===== src/rtl/vshift_pkg.sv =====
package vshift_pkg;

    localparam int CNT_W  = 12;
    localparam int N_PH   = 4;
    localparam int N_SEC  = 2;   // image and storage sections

    typedef logic [CNT_W-1:0] cnt_t;
    typedef logic [N_PH-1:0]  phase_t;

    // Resting level of each phase, bit 0 = phase 1
    localparam phase_t IDLE_LVL = 4'b0011;

    // Window used by both the clamp window and the reset strobe
    localparam int SSC_LO = 49;
    localparam int SSC_HI = 349;

    // Compare table: first count of the inverted window for phase k
    function automatic int ph_lo(int k);
        case (k)
            0:       return 69;
            1:       return 109;
            2:       return 49;
            default: return 149;
        endcase
    endfunction

    // Compare table: first count after the inverted window for phase k
    function automatic int ph_hi(int k);
        return ph_lo(k) + ((k == 2 || k == 3) ? 40 : 60);
    endfunction

endpackage


===== src/rtl/seq_window.sv =====
module seq_window #(
    parameter int W  = 12,
    parameter int LO = 0,
    parameter int HI = 1
) (
    input  logic [W-1:0] cnt,
    output logic         hit
);
    localparam logic [W-1:0] LO_V = W'(LO);
    localparam logic [W-1:0] HI_V = W'(HI);

    always_comb hit = (cnt >= LO_V) && (cnt < HI_V);
endmodule


===== src/rtl/seq_arm.sv =====
module seq_arm #(
    parameter int W   = 12,
    parameter int ARM = 0
) (
    input  logic         clk,
    input  logic         rst,
    input  logic [W-1:0] cnt,
    input  logic         req,
    output logic         armed
);
    localparam logic [W-1:0] ARM_V = W'(ARM);

    always_ff @(posedge clk) begin
        if (rst)
            armed <= 1'b0;
        else if (cnt == ARM_V)
            armed <= req;
    end
endmodule


===== src/rtl/vshift_seq.sv =====
module vshift_seq
    import vshift_pkg::*;
#(
    parameter int CW      = vshift_pkg::CNT_W,
    parameter int ARM_CNT = 0
) (
    input  logic          clk,
    input  logic          rst,
    input  logic [CW-1:0] phase_cnt,
    input  logic          shift_req,
    input  logic          reset_req,
    output logic [3:0]    img_clk,
    output logic [3:0]    stg_clk,
    output logic          ssc,
    output logic          cr
);
    logic   shift_armed;
    logic   cr_armed;
    logic   ssc_hit;
    phase_t ph_hit;
    phase_t next_lvl;
    logic [N_SEC-1:0][N_PH-1:0] sec_q;
    logic   ssc_q;
    logic   cr_q;

    seq_arm #(.W(CW), .ARM(ARM_CNT)) u_arm_shift (
        .clk(clk), .rst(rst), .cnt(phase_cnt), .req(shift_req), .armed(shift_armed)
    );

    seq_arm #(.W(CW), .ARM(ARM_CNT)) u_arm_cr (
        .clk(clk), .rst(rst), .cnt(phase_cnt), .req(reset_req), .armed(cr_armed)
    );

    // One comparator pair per phase, edges from the package table
    for (genvar k = 0; k < N_PH; k++) begin : g_phase
        seq_window #(.W(CW), .LO(ph_lo(k)), .HI(ph_hi(k))) u_win (
            .cnt(phase_cnt), .hit(ph_hit[k])
        );
    end

    seq_window #(.W(CW), .LO(SSC_LO), .HI(SSC_HI)) u_ssc_win (
        .cnt(phase_cnt), .hit(ssc_hit)
    );

    always_comb next_lvl = IDLE_LVL ^ (ph_hit & {N_PH{shift_armed}});

    // Each section has its own output register
    for (genvar s = 0; s < N_SEC; s++) begin : g_sec
        always_ff @(posedge clk) begin
            if (rst) sec_q[s] <= IDLE_LVL;
            else     sec_q[s] <= next_lvl;
        end
    end

    always_ff @(posedge clk) begin
        if (rst) begin
            ssc_q <= 1'b0;
            cr_q  <= 1'b0;
        end else begin
            ssc_q <= ssc_hit;
            cr_q  <= ssc_hit & cr_armed;
        end
    end

    assign img_clk = sec_q[0];
    assign stg_clk = sec_q[1];
    assign ssc     = ssc_q;
    assign cr      = cr_q;
endmodule


===== config.mk =====
export PLATFORM = sky130hd
export DESIGN_NAME = vshift_seq
export DESIGN_NICKNAME = d
export VERILOG_FILES = /design/src/rtl/vshift_pkg.sv /design/src/rtl/seq_window.sv /design/src/rtl/seq_arm.sv /design/src/rtl/vshift_seq.sv
export SDC_FILE = /design/constraint.sdc
export NUM_CORES = 1
export LEC_CHECK = 0
export BUFFER_PORTS_ARGS = -buffer_cell sky130_fd_sc_hd__clkbuf_2
export CAP_MARGIN = 20
export CORE_MARGIN = 3
export CORE_UTILIZATION = 32
export DETAILED_ROUTE_END_ITERATION = 10
export PLACE_DENSITY = 0.56
export SYNTH_ARGS = -nofsm -noshare
export SYNTH_HDL_FRONTEND = slang
export SYNTH_SLANG_ARGS = --single-unit

===== constraint.sdc =====
create_clock -name clk -period 3.54 [get_ports clk]
set_clock_uncertainty 0.15 [all_clocks]
set_input_delay 0.531 -clock clk [delete_from_list [all_inputs] [get_ports clk]]
set_output_delay 0.531 -clock clk [all_outputs]
set_load 0.01 [all_outputs]

* Word level (Yosys, flattened, before mapping)
Cells that the tools add are included.
** Word-level totals
- Bits in registers :: 8
- Logic and storage cells :: 23
** Cells by class
- $lt $le $gt $ge :: 9
- Bitwise operators :: 3
- Reductions and logical operators :: 6
** Operators with widths (count)
- $lt A12 B8 Y1 const B :: 3
- $ge A12 B7 Y1 const B :: 2
- $ge A12 B6 Y1 const B :: 1
- $ge A12 B8 Y1 const B :: 1
- $logic_not A12 Y1 :: 1
- $lt A12 B7 Y1 const B :: 1
- $lt A12 B9 Y1 const B :: 1
- $logic_and A1 B1 Y1 :: 5
- $and A4 B4 Y4 :: 1
- $not A2 Y2 :: 1
- $and A1 B1 Y1 :: 1

* Longest topological paths before layout
- Word-level depth :: 4
- Depth in mapped cells :: 3

* Cells and area by module
Synthesis repeated with hierarchy kept, for this count alone.
** Unflattened totals
- Cell total of the unflattened synthesis :: 76
- Area, all modules :: 619.3 µm²
** By module, submodules not included
- vshift_seq :: instances 1, cells each 16, area an instance 197.7 µm²
- seq_arm :: instances 2, cells each 8, area an instance 66.3 µm²
- seq_window at g_phase[1].u_win :: instances 1, cells each 10, area an instance 68.8 µm²
- seq_window at u_ssc_win :: instances 1, cells each 9, area an instance 58.8 µm²
- seq_window at g_phase[3].u_win :: instances 1, cells each 8, area an instance 55.1 µm²
- seq_window at g_phase[2].u_win :: instances 1, cells each 9, area an instance 53.8 µm²
- seq_window at g_phase[0].u_win :: instances 1, cells each 8, area an instance 52.6 µm²

* Worst setup path before layout
Ideal clock, no wire load.
- Kind :: in2reg
- Start :: input port phase_cnt[2]
- End :: register ssc_q, in the netlist ssc
- Setup time :: 134 ps
- Arrival time :: 1448 ps
- Data required time :: 3256 ps
- Setup slack :: 1808 ps
- Stages on the path :: 3
- Cells stage by stage :: or4_4 -> a311oi_2 -> a2111oi_2
** Between the ends
- Longest elaborated chain between the ends :: 2
- Elaborated cells between the ends (all ways) :: 3
** RTL lines
- from (decl) :: line vshift_seq.sv:9 : input logic [CW-1:0] phase_cnt,
- $ge A12 B6 Y1 / $lt A12 B9 Y1 (equally long branches) :: line seq_window.sv:12 : always_comb hit = (cnt >= LO_V) && (cnt < HI_V);
- $logic_and A1 B1 Y1 (*) :: line seq_window.sv:12
- to (signal assigned) :: line vshift_seq.sv:60 : ssc_q <= ssc_hit;
- to (decl) :: line vshift_seq.sv:23 : logic ssc_q;
Every way passes the cells marked *; elsewhere a longest branch is shown, timed or not.
A chain may end at the register's enable or synchronous reset.

* Worst setup path in the final report
- Start :: input port phase_cnt[11]
- End :: register sec_q (netlist bit stg_clk[3])
** Between the ends
- Longest elaborated chain between the ends :: 3
- Elaborated cells between the ends (all ways) :: 4
** RTL lines
- $ge A12 B8 Y1 / $lt A12 B8 Y1 (equally long branches) :: line seq_window.sv:12
- $logic_and A1 B1 Y1 (*) :: line seq_window.sv:12
- $and A4 B4 Y4 (*) :: line vshift_seq.sv:45 : always_comb next_lvl = IDLE_LVL ^ (ph_hit & {N_PH{shift_armed}});
- to (signal, indexed assignment) :: line vshift_seq.sv:51 : else sec_q[s] <= next_lvl;
- to (decl) :: line vshift_seq.sv:22 : logic [N_SEC-1:0][N_PH-1:0] sec_q;
Marks and branches as above.

==> results.json <==
{
  "outcome": "completed",
  "ys_seq_elements": 8,
  "first_global_vias": 433,
  "critPathMaxStageDelay_ns": 0.56,
  "endpoint_kind": "flop",
  "crit_path_start_kind": "input pin",
  "grt_pass1_wl_mm": 1.84,
  "die_h_um": 46.9,
  "most-common-layout-cells": "clkbuf_2 (25), dfxtp_1 (8), nand2b_1 (5)",
  "postCtsSetupRepairBufs": 0,
  "slew_headroom_pct": 59.6,
  "grt_max_degree": 10,
  "wire_per_inst_um": 12.6,
  "synth_enable_flop_cells": 0,
  "rsz0062_at_grt": "false",
  "setup_tns_ns": 0,
  "antenna_found_initial": 0,
  "hold_depth": 2,
  "hold_violations": 0,
  "drcViolationCount": 0,
  "ys.flop_type": "dfxtp_1",
  "critPathRequiredTime_ns": 3.51,
  "ant_nets": 0,
  "htreeDepth": 1,
  "synth_seq_area_share_pct": 29.9,
  "drt-total-wl_mm": 1.19,
  "postCtsHoldBufs": 0,
  "ys_types": 28,
  "die_width_um": 46.9,
  "cts.sinks": 8,
  "drt_iter0_markers": 13,
  "setup_viol": 0,
  "cts_tree": "built",
  "num_vias": 514,
  "p_per_area_nw_per_um2": 287,
  "io_buffers": 25,
  "coreArea_um2": 1540,
  "grt.total_usage_pct": 11.6,
  "crit_path_top_delay_cell": "nor4_1",
  "die_area_um2": 2200,
  "dp_hpwl_um": 966,
  "grt_overflow": 0,
  "synth_top_area_cell": "dfxtp_1",
  "hold_class": "flop to flop",
  "cp.arrival_ns": 1.70,
  "fmax_mhz": 578,
  "final_cells": 95,
  "numCtsBuffers": 3,
  "ys_async_sr_fraction_pct": 0,
  "period_minus_slack_ns": 1.73,
  "worst-path-max-fanout": 3,
  "criticalPathCategory": "input pin to flop",
  "syn_area_um2": 536,
  "path_cells": "clkbuf_2 > nor4_1 > nand2_1 > a2111oi_0",
  "ir_drop_mv": 0.0859,
  "finalCritPeriodShare_pct": 48.9,
  "root_buffer": "clkbuf_4",
  "clk_path_buf_depth": 2,
  "areaGrowthSynthToFinish_pct": 25.7,
  "place.gp.congestion": 0.767,
  "clkLatencyLatePin_ns": 0.25,
  "hold_slack_ns": 0.296,
  "placed_cells": 92,
  "yosysWarnings": 0,
  "tightestPinTransition_ns": 0.601,
  "ios": 26,
  "synth.avg_cell_area_um2": 9.74,
  "synth.top_cells.by_area": "dfxtp_1 (30%), or3_4 (8.4%), nand2b_1 (5.8%)",
  "drive_above_1_share_pct": 46.8,
  "cap_viol_max_count": 0,
  "path_clk_slew_ns": 0.06,
  "finalMaxSlewViolations": 0,
  "post_cts_resized": 0,
  "finalPower_w": 0.000193,
  "syn-num-nets": 71,
  "reg2reg_depth": 3,
  "layout_commonest_cell": "clkbuf_2",
  "num_antenna_cells": 0,
  "drtPass1Iterations": 4,
  "synth.top_cell.area_share_pct": 29.9,
  "synth_cells": 55,
  "start_util_pct": 34.7,
  "vias_per_cell": 5.41,
  "row_count": 14,
  "p_leak_nw": 0.278,
  "nets": 97
}
-- synthesized netlist by cell type, types with 2 or more instances --
cell,count
inv_1,3
or3_4,4
mux2i_1,2
a211oi_1,2
nor2b_1,2
o21ai_0,2
and3_1,3
or3_1,2
nand2_1,2
nand2b_1,5
dfxtp_1,8
buf_4,4
-- metal layers --
layer / vias up / wire length (um) / track usage [%]
li1: 266 / - / -
met1: 225 / 557 / 16.0
met2: 23 / 545 / 17.3
met3: 0 / 90 / 2.30
met4: 0 / 0 / 4.97
met5: - / 0 / 0
-- per-stage QoR --
stage / worst slack (ns) / area, um^2 / utilization [%]
CTS: 1.84 / 673 / 43.7
finish: 1.81 / 673 / 43.7
floorplan: 1.81 / 536 / -
detailed placement: 1.60 / 651 / 42.2
global route: 1.81 / 673 / 43.7
global placement: 1.63 / 651 / 42.2
-- cell families after synthesis --
logic type             after synthesis  synth area share [%]
buffers and inverters                7                  7.71
muxes                                2                  3.74
DFF                                  8                  29.9
AOI/OAI and AO/OA                   15                  25.5
and+or+nand+nor                     23                  33.2
-- state kept, by name, indices dropped and copies added, names as in the netlist --
register           flops
ssc                    1
stg_clk                4
u_arm_cr.armed         1
u_arm_shift.armed      1
cr                     1
-- report_power, final --
part | switching, W | internal [W]
sequential | 0.0000000532 | 0.0000904
clock | 0.0000292 | 0.0000387
combinational | 0.0000194 | 0.0000153
total | 0.0000487 | 0.000144
-- worst paths after layout --
check	to	startpoint	slack [ns]
max	stg_clk[3]	phase_cnt[11]	1.81
min	cr	u_arm_cr.armed	0.30
min reg2reg	cr	u_arm_cr.armed	0.30
max reg2reg	stg_clk[3]	u_arm_shift.armed	2.33
-- worst max-delay path: cells and delay by family --
| family | cells | cell delay, ns |
|---|---|---|
| compound gates | 1 | 0.32 |
| buf+inv | 1 | 0.09 |
| simple gates | 2 | 0.76 |
-- cell type report --
class / instances / area, um^2
well taps: 16 / 20.0
repair buffers: 25 / 125
multi-input cells: 40 / 334
fillers: 171 / 868
flip-flops and latches: 8 / 160
clock buffers: 3 / 22.5
inverters: 3 / 11.3
No activity file was read; power rests on OpenSTA's default activity.
